$ cat src/rtl/timer_pkg.sv
package timer_pkg;
  localparam int CH_NUM   = 3;
  localparam int BYTE_W   = 8;
  localparam int PRESET_W = 2 * BYTE_W;
  localparam int CNT_W    = PRESET_W + 1;
  localparam int ADDR_W   = 2;
  localparam logic [ADDR_W-1:0] CMD_ADDR = ADDR_W'(CH_NUM);

  localparam logic [1:0] OP_OFF    = 2'd0;
  localparam logic [1:0] OP_RATE   = 2'd1;
  localparam logic [1:0] OP_SQUARE = 2'd2;

  typedef struct packed {
    logic [CH_NUM-1:0]      load;
    logic [CH_NUM-1:0]      halt;
    logic [PRESET_W-1:0]    preset;
    logic [CH_NUM-1:0][1:0] mode;
  } ctrlStrobes_t;
endpackage

$ cat src/rtl/timer_ctrl.sv
module timer_ctrl
  import timer_pkg::*;
(
  input  logic                clk,
  input  logic                rstN,
  input  logic                wrEn,
  input  logic [ADDR_W-1:0]   addr,
  input  logic [BYTE_W-1:0]   wrData,
  output ctrlStrobes_t        strobes
);
  logic [CH_NUM-1:0][1:0]        accMode;
  logic [CH_NUM-1:0][1:0]        modeReg;
  logic [CH_NUM-1:0]             wantHigh;
  logic [CH_NUM-1:0][BYTE_W-1:0] lowByte;

  logic       cmdWr, cmdValid, dataWr;
  logic [1:0] cmdCh, cmdAcc, cmdMode;

  function automatic logic [1:0] decodeMode(input logic [1:0] f);
    case (f)
      2'b10:   return OP_RATE;
      2'b11:   return OP_SQUARE;
      default: return OP_OFF;
    endcase
  endfunction

  assign cmdWr    = wrEn && (addr == CMD_ADDR);
  assign dataWr   = wrEn && (addr != CMD_ADDR);
  assign cmdCh    = wrData[7:6];
  assign cmdAcc   = wrData[5:4];
  assign cmdMode  = decodeMode(wrData[2:1]);
  assign cmdValid = cmdWr && (cmdCh != 2'd3) && (cmdAcc != 2'b00);

  always_comb begin
    strobes      = '0;
    strobes.mode = modeReg;
    for (int ch = 0; ch < CH_NUM; ch++) begin
      strobes.halt[ch] = cmdValid && (cmdCh == 2'(ch));
      if (dataWr && (addr == ADDR_W'(ch))) begin
        case (accMode[ch])
          2'b01: begin
            strobes.preset   = {{BYTE_W{1'b0}}, wrData};
            strobes.load[ch] = 1'b1;
          end
          2'b10: begin
            strobes.preset   = {wrData, {BYTE_W{1'b0}}};
            strobes.load[ch] = 1'b1;
          end
          2'b11: begin
            strobes.preset   = {wrData, lowByte[ch]};
            strobes.load[ch] = wantHigh[ch];
          end
          default: ;
        endcase
      end
    end
  end

  always_ff @(posedge clk) begin
    if (!rstN) begin
      accMode  <= '0;
      modeReg  <= '0;
      wantHigh <= '0;
      lowByte  <= '0;
    end else begin
      for (int ch = 0; ch < CH_NUM; ch++) begin
        if (strobes.halt[ch]) begin
          accMode[ch]  <= cmdAcc;
          modeReg[ch]  <= cmdMode;
          wantHigh[ch] <= 1'b0;
        end else if (dataWr && (addr == ADDR_W'(ch)) && (accMode[ch] == 2'b11)) begin
          if (!wantHigh[ch]) lowByte[ch] <= wrData;
          wantHigh[ch] <= !wantHigh[ch];
        end
      end
    end
  end
endmodule

$ cat src/rtl/timer_datapath.sv
module timer_datapath
  import timer_pkg::*;
(
  input  logic              clk,
  input  logic              rstN,
  input  logic              tickEn,
  input  ctrlStrobes_t      strobes,
  output logic [CH_NUM-1:0] timerOut
);
  logic [CNT_W-1:0] loadVal;

  // A zero preset stands for the full 2^16 span.
  assign loadVal = (strobes.preset == '0) ? (CNT_W'(1) << PRESET_W)
                                          : {1'b0, strobes.preset};

  for (genvar ch = 0; ch < CH_NUM; ch++) begin : g_chan
    logic [CNT_W-1:0] count, reload;
    logic             running, active;

    assign active = running && (strobes.mode[ch] != OP_OFF);

    always_ff @(posedge clk) begin
      if (!rstN) begin
        count   <= '0;
        reload  <= '0;
        running <= 1'b0;
      end else if (strobes.halt[ch]) begin
        running <= 1'b0;
      end else if (strobes.load[ch]) begin
        count   <= loadVal;
        reload  <= loadVal;
        running <= 1'b1;
      end else if (tickEn && active) begin
        count <= (count == CNT_W'(1)) ? reload : count - CNT_W'(1);
      end
    end

    always_comb begin
      if (!active) begin
        timerOut[ch] = 1'b1;
      end else begin
        case (strobes.mode[ch])
          OP_RATE:   timerOut[ch] = !((count == CNT_W'(1)) && (reload != CNT_W'(1)));
          OP_SQUARE: timerOut[ch] = count > (reload >> 1);
          default:   timerOut[ch] = 1'b1;
        endcase
      end
    end
  end
endmodule

$ cat src/rtl/interval_timer.sv
module interval_timer
  import timer_pkg::*;
(
  input  logic              clk,
  input  logic              rstN,
  input  logic              wrEn,
  input  logic [ADDR_W-1:0] addr,
  input  logic [BYTE_W-1:0] wrData,
  input  logic              tickEn,
  output logic [CH_NUM-1:0] timerOut
);
  ctrlStrobes_t strobes;

  timer_ctrl u_ctrl (
    .clk     (clk),
    .rstN    (rstN),
    .wrEn    (wrEn),
    .addr    (addr),
    .wrData  (wrData),
    .strobes (strobes)
  );

  timer_datapath u_dp (
    .clk      (clk),
    .rstN     (rstN),
    .tickEn   (tickEn),
    .strobes  (strobes),
    .timerOut (timerOut)
  );
endmodule

$ cat config.mk
export PLATFORM = sky130hd
export DESIGN_NAME = interval_timer
export DESIGN_NICKNAME = d
export VERILOG_FILES = /design/src/rtl/timer_pkg.sv /design/src/rtl/timer_ctrl.sv /design/src/rtl/timer_datapath.sv /design/src/rtl/interval_timer.sv
export SDC_FILE = /design/constraint.sdc
export NUM_CORES = 1
export LEC_CHECK = 0
export BUFFER_PORTS_ARGS = -buffer_cell sky130_fd_sc_hd__buf_2
export CAP_MARGIN = 10
export CORE_UTILIZATION = 40
export DETAILED_ROUTE_END_ITERATION = 8
export HOLD_SLACK_MARGIN = 0.15
export MAX_ROUTING_LAYER = met4
export SETUP_SLACK_MARGIN = 0.15
export SLEW_MARGIN = 20
export SYNTH_ARGS = -nofsm -noshare
export SYNTH_HDL_FRONTEND = slang
export SYNTH_HIERARCHICAL = 1
export SYNTH_SLANG_ARGS = --single-unit
$ cat constraint.sdc
create_clock -name clk -period 5.55 [get_ports clk]
set_input_delay 0.555 -clock clk [delete_from_list [all_inputs] [get_ports clk]]
set_output_delay 0.555 -clock clk [all_outputs]
set_load 0.02 [all_outputs]
==> results.yml, run 1 <==
timing:
  period_needed_ps: 3978
  setup_tns_ps: 0
  report.final.slew_viol_count: 0
  worstMarginPinSlew_ps: 1022
  slew_headroom: 0.3177
  finalSetupViolations: 0
  clock.fmax_mhz: 251.4
  layout_setup_ws_ps: 1572
  min_period_over_period: 0.7167
  rsz0062_at_grt: "false"
  final_hold_viol_count: 0
  fin_skew_ps: 10.97
synth:
  synth-compound-area-share: 0.2546
  ys.flop_type: "dfxtp_1"
  synth_cell_types: 74
  ys_async_sr_fraction: 0
  post_synth_xor_area_fraction: 0.03234
  synthAdderAreaFrac: 0.09504
  synth_seq_cells: 144
  netlist_area_um2: 9479
  ys.warnings.count: 6
  synth_mux_area_frac: 0.01267
  synthSimpleGateAreaFrac: 0.2285
  avgSynthCellArea_um2: 7.847
  synth.net_count: 1294
  synth_seq_area_share: 0.3041
  netlist_instances: 1208
  synth_top_family_by_area: "compound AO/OA/AOI/OAI gates"
  synth_edf_count: 0
final_layout:
  area_growth_pct: 9.385
  final_common_cell: "nand2_1"
  num_antenna_cells: 0
  stdcell_count: 1509
  nets: 1269
  drive_above_1_share: 0.07776
  fin_util: 0.4525
  layout_common_cells: "nand2_1, dfxtp_1, a21oi_1, inv_1, ha_1"
placed_design:
  dp_slack_ps: 1408
  io_buffers: 16
  gp_congestion: 0.9227
  dp_hpwl_um: 19990
  dp_cells: 1477
min_path:
  hp-class: "reg2reg"
die:
  start_util: 0.4137
  core_area_um2: 22920
  die_area_um2: 24320
  die_h_um: 155.9
  io_pins: 17
  row_count: 55
  fp.dieW_um: 155.9
clock_network:
  cts_tree: "yes"
  htree_num_levels: 4
  cts.sinks: 144
  worstSkewPairLatency_ps: 430
  root_buffer: "clkbuf_16"
  ctsHoldBuffers: 0
  cts_resized: 0
  post-cts-setup-buffers: 0
  clk_pin_slew_ps: 60
  cts_buffers: 17
  clock_path_buffers: 2
critical_path:
  r2r_slack_ps: 1810
  critPathArrivalTime_ps: 3420
  crit_chain: "nor4_1 -> nand4b_1 -> or2_2 -> a221oi_1 -> nand3_1 -> buf_2"
  endpoint_kind: "output pin"
  worst_path_max_delay_cell: "or2_2"
  worstSetupPathType: "reg2out"
  critPathLaunchType: "register"
  crit_path_max_fanout: 17
  worstPathRequired_ps: 4990
  cpPeakStageDelay_ps: 640
route:
  antenna_left: 0
  drt_iter0_markers: 899
  num_vias: 9048
  drt_wl_total_um: 29150
  first_pass_iters: 5
  drcViolationCount: 0
  routedWlPerCell_um: 19.31
  drt-vias-per-instance: 5.996
power_and_ir_drop:
  leakagePower_nw: 3.692
  p_total_mw: 2.319
  p_per_area_nw_per_um2: 223.6
  vdd_drop_max_v: 0.0002377
job:
  max_cap_violations: 0
global_route:
  antenna_found_initial: 0
  grt_util_all_layers: 0.2533
  grt_first_pass_wirelength_um: 46650
  grt_pass1_vias: 8404
  grt.overflow.total: 0
  grt_max_degree: 64
run_status:
  status: "complete, no violations"
layer usage:
metal  share of wire  GRT usage  wire [µm]  vias up
met5               0          -          0        -
li1                -          -          -     4392
met1            0.48     0.3460      13930     4332
met4           0.019    0.07516        546        0
met3           0.060    0.03806       1735       44
met2            0.44     0.3844      12930      280
Yosys cell counts (4+ instances only):
master	number	share of area
buf_2	10	0.0053
inv_1	74	0.029
dfxtp_1	144	0.30
a211oi_1	16	0.013
o2111ai_1	4	0.0037
nor4_1	24	0.016
a221oi_1	17	0.016
xnor2_1	25	0.023
xor2_1	10	0.0092
a31oi_1	17	0.011
nand2b_1	9	0.0059
o41ai_1	4	0.0037
a21o_1	6	0.0048
a22o_1	16	0.015
nor3b_1	8	0.0063
o211ai_1	29	0.023
a311o_1	5	0.0053
nor3_1	37	0.020
buf_6	7	0.0083
a22oi_1	10	0.0079
or4_1	4	0.0032
o21a_1	4	0.0032
nand4b_1	7	0.0065
o311ai_0	4	0.0037
mux2i_1	12	0.013
nand4_1	15	0.0099
ha_1	72	0.095
and3_1	6	0.0040
o31a_1	4	0.0037
o31ai_1	16	0.013
clkbuf_1	62	0.025
o21ai_0	57	0.030
nand3b_1	6	0.0048
nor2_1	34	0.013
or3_1	29	0.019
o221ai_1	8	0.0074
a211o_1	7	0.0065
nand3_1	44	0.023
a21oi_1	132	0.070
nand2_1	151	0.060
buf_1	5	0.0020
nor2b_1	13	0.0086
critical path: cells and delay by family (launching register included):
family / cells / cell delay, ps
AND/OR/NAND/NOR: 4 / 1950
AO/OA/AOI/OAI: 1 / 480
buffers and inverters: 1 / 180
flip-flops: 1 / 380
metrics by stage:
| stage | instance area, µm² | hold WS [ps] |
|---|---|---|
| 2_1_floorplan | 9479 | 435.2 |
| 3_3_place_gp | 9753 | 444.9 |
| 3_5_place_dp | 9753 | 450.2 |
| 4_1_cts | 10360 | 449.8 |
| 5_1_grt | 10370 | 464.3 |
| 6_report | 10370 | 465.9 |
sequential cells by signal, summed over array words and instances, names as in the netlist:
| register | count |
|---|---|
| u_ctrl/accMode | 6 |
| u_dp/g_chan.running | 3 |
| u_ctrl/lowByte | 24 |
| u_ctrl/strobes | 6 |
| u_dp/g_chan.count | 51 |
| u_dp/g_chan.reload | 51 |
| u_ctrl/wantHigh | 3 |
layout make-up:
cell class,instances,area [µm²]
fill,2265,12550
multi-input combinational,900,5918
sequential,144,2883
clock buffer,20,446.7
tap,313,391.6
inverter,77,289.0
timing repair buffer,43,282.8
clock inverter,12,157.7
report_power, final:
part / leakage, nW / switching (mW) / internal, mW
clock network: 0.287 / 0.481 / 0.722
logic: 2.25 / 0.0621 / 0.0188
registers: 1.16 / 0.00102 / 1.03
path summary, 6_finish.rpt:
kind                                        startpoint                                    to  depth (start not counted)
setup / recovery  u_dp/g_chan[0].count[4]$_SDFFE_PN0P_                           timerOut[0]                          6
hold / removal         u_ctrl/lowByte[19]$_SDFFE_PN0P_       u_ctrl/lowByte[19]$_SDFFE_PN0P_                          2
setup reg to reg        u_ctrl/accMode[4]$_SDFFE_PN0P_  u_dp/g_chan[2].count[8]$_SDFFE_PN0P_                          9
hold reg to reg        u_ctrl/lowByte[19]$_SDFFE_PN0P_       u_ctrl/lowByte[19]$_SDFFE_PN0P_                          2
kinds of logic (layout without fill, tap and decap cells):
logic type	after synthesis	count (layout)
AND/OR/NAND/NOR	414	414
multiplexers	12	12
XOR/XNOR	35	35
AO/OA/AOI/OAI	367	367
flip-flops	144	144
buffers and inverters	164	152
adder cells (fa/ha/maj)	72	72
Note: power is estimated with default switching activity, not from simulation.
==> inputs of run 2 (changes only) <==
Clock period 5.55 ns to 3.66 ns, I/O delays scaled along.
==> run 2 against run 1 <==
Core utilization about the same. Combinational power increased by 53%. Die area unchanged. Critical endpoint unchanged. Sequential power increased by 51%. Clock skew about the same. Sequential share of layout area about the same. Flip-flop and latch count unchanged. Critical path depth unchanged.
==> results.yml, run 2 (synthesis gave the netlist of run 1 again) <==
timing:
  worstMarginPinSlew_ps: 1020
  fin_skew_ps: 10.54
  layout_setup_ws_ps: 330.5
  period_needed_ps: 3330
  min_period_over_period: 0.9097
  clock.fmax_mhz: 300.3
  setup_tns_ps: 0
  slew_headroom: 0.3183
  final_hold_viol_count: 0
  rsz0062_at_grt: "false"
  finalSetupViolations: 0
  report.final.slew_viol_count: 0
power_and_ir_drop:
  p_total_mw: 3.426
  seq_power_share: 0.458
  leakagePower_nw: 3.684
  p_comb_frac: 0.036
  p_switching_mw: 0.8623
  clockPowerShare: 0.506
  p_sw_frac: 0.2517
  vdd_drop_max_v: 0.0002346
  p_int_mw: 2.563
  p_per_area_nw_per_um2: 330.5
job:
  max_cap_violations: 0
global_route:
  grt_pass1_vias: 8542
  grt_first_pass_wirelength_um: 47560
  grt_max_degree: 42
  grt_util_all_layers: 0.2578
  antenna_found_initial: 0
  grt.overflow.total: 0
clock_network:
  cts.sinks: 144
  worstSkewPairLatency_ps: 430
  clock_path_buffers: 2
  root_buffer: "clkbuf_16"
  cts_tree: "yes"
  htree_num_levels: 4
  post-cts-setup-buffers: 0
  cts_buffers: 17
  clk_pin_slew_ps: 70
route:
  num_vias: 9124
  drcViolationCount: 0
  drt_wl_total_um: 29800
  maxUsedRoutingLayer: "met4"
  m1WireLength_um: 13990
  routedWlPerCell_um: 19.70
  drt_iter0_markers: 812
  dr_wl_met2_um: 13300
  drt-vias-per-instance: 6.030
  antenna_left: 0
  first_pass_iters: 5
  wl_met3_um: 1869
die:
  io_pins: 17
  core_area_um2: 22920
  die_area_um2: 24320
  start_util: 0.4137
  fp.dieW_um: 155.9
  die_h_um: 155.9
  row_count: 55
critical_path:
  crit_end: "timerOut[0]"
  r2r_end: "u_dp/g_chan[2].count[16]$_SDFFE_PN0P_"
  critPathArrivalTime_ps: 2960
  worstPathRequired_ps: 3290
  reg2reg_depth: 9
  worstSetupPathType: "reg2out"
  crit_start: "u_dp/g_chan[0].count[0]$_SDFFE_PN0P_"
  critPathLaunchType: "register"
  r2r_slack_ps: 480
  crit_path_max_fanout: 17
  endpoint_kind: "output pin"
  rr_startpoint: "u_ctrl/accMode[4]$_SDFFE_PN0P_"
min_path:
  hp-class: "in2reg"
  min_from: "wrData[3]"
  min_path_cells: 3
final_layout:
  drive_above_1_share: 0.08083
  reg_top3: "u_dp/g_chan.count x51, u_dp/g_chan.reload x51, u_ctrl/lowByte x24"
  num_antenna_cells: 0
  layout_common_cells: "nand2_1, dfxtp_1, a21oi_1, inv_1, ha_1"
  fin_util: 0.4524
  nFillCells: 2315
  final_common_cell: "nand2_1"
  fin_area_um2: 10370
  nets: 1273
  area_growth_pct: 9.359
placed_design:
  dp_slack_ps: 537.4
  placedInstanceArea_um2: 9783
  dp_hpwl_um: 20630
  gp_congestion: 0.9423
  io_buffers: 16
run_status:
  status: "complete, no violations"
-- run 2: changes by cell type in the layout (fill, tap and decap cells not counted), sizes merged --
cell      delta
buf          +4
inv          +4
clkinv       -3
bufinv       -2
clkinvlp     +2
clkbuf       -1
-- run 2: area by class of cell --
cell class	instances	area (µm²)	share of cell area
multi-input combinational	900	5919	0.5710
sequential	144	2883	0.2781
clock buffer	19	442.9	0.04273
tap	313	391.6	0.03778
timing repair buffer	47	312.8	0.03017
inverter	77	289.0	0.02788
clock inverter	13	127.6	0.01231
-- run 2: how the worst min path moves through the flow --
| stage | endpoint |
|---|---|
| 5_1_grt | u_ctrl/lowByte[19]$_SDFFE_PN0P_ |
| 2_1_floorplan | u_ctrl/lowByte[16]$_SDFFE_PN0P_ |
| 4_1_cts | u_ctrl/lowByte[19]$_SDFFE_PN0P_ |
| 3_3_place_gp | u_ctrl/lowByte[20]$_SDFFE_PN0P_ |
| 3_5_place_dp | u_ctrl/lowByte[23]$_SDFFE_PN0P_ |
| 6_report | u_ctrl/lowByte[19]$_SDFFE_PN0P_ |
-- run 2: worst max-delay path, stage by stage, from the launching register on --
cell      delay [ps]
dfxtp_1          440
ha_1             180
or4b_1           690
or2_4            450
a221oi_1         400
nand3_1          170
buf_2            200
-- run 2: routing by layer --
metal,track usage,vias up
met5,-,-
met1,0.3483,4343
li1,-,4402
met4,0.08730,0
met2,0.3878,328
met3,0.04250,51
-- run 2: repair_timing --
| item | 4_1_cts | 5_1_grt |
|---|---|---|
| hold buffers | 0 | 0 |
| setup endpoints to repair | 0 | 1 |
| gates resized for setup | 0 | 1 |
-- run 2: power groups by stage --
stage	clock network (mW)	registers (mW)	logic, mW
after floorplan	0	1.60	0.0787
after global placement	0	1.60	0.119
after detailed placement	0	1.60	0.120
after CTS	1.75	1.57	0.120
after global routing	1.84	1.57	0.131
final	1.73	1.57	0.124
-- run 2: per-stage QoR --
step | hold WS [ps] | std cells
3_3_place_gp | 448.6 | 1481
3_5_place_dp | 450.9 | 1481
5_1_grt | 306.5 | 1513
6_report | 290.0 | 1513
2_1_floorplan | 435.2 | 1208
4_1_cts | 265.7 | 1513
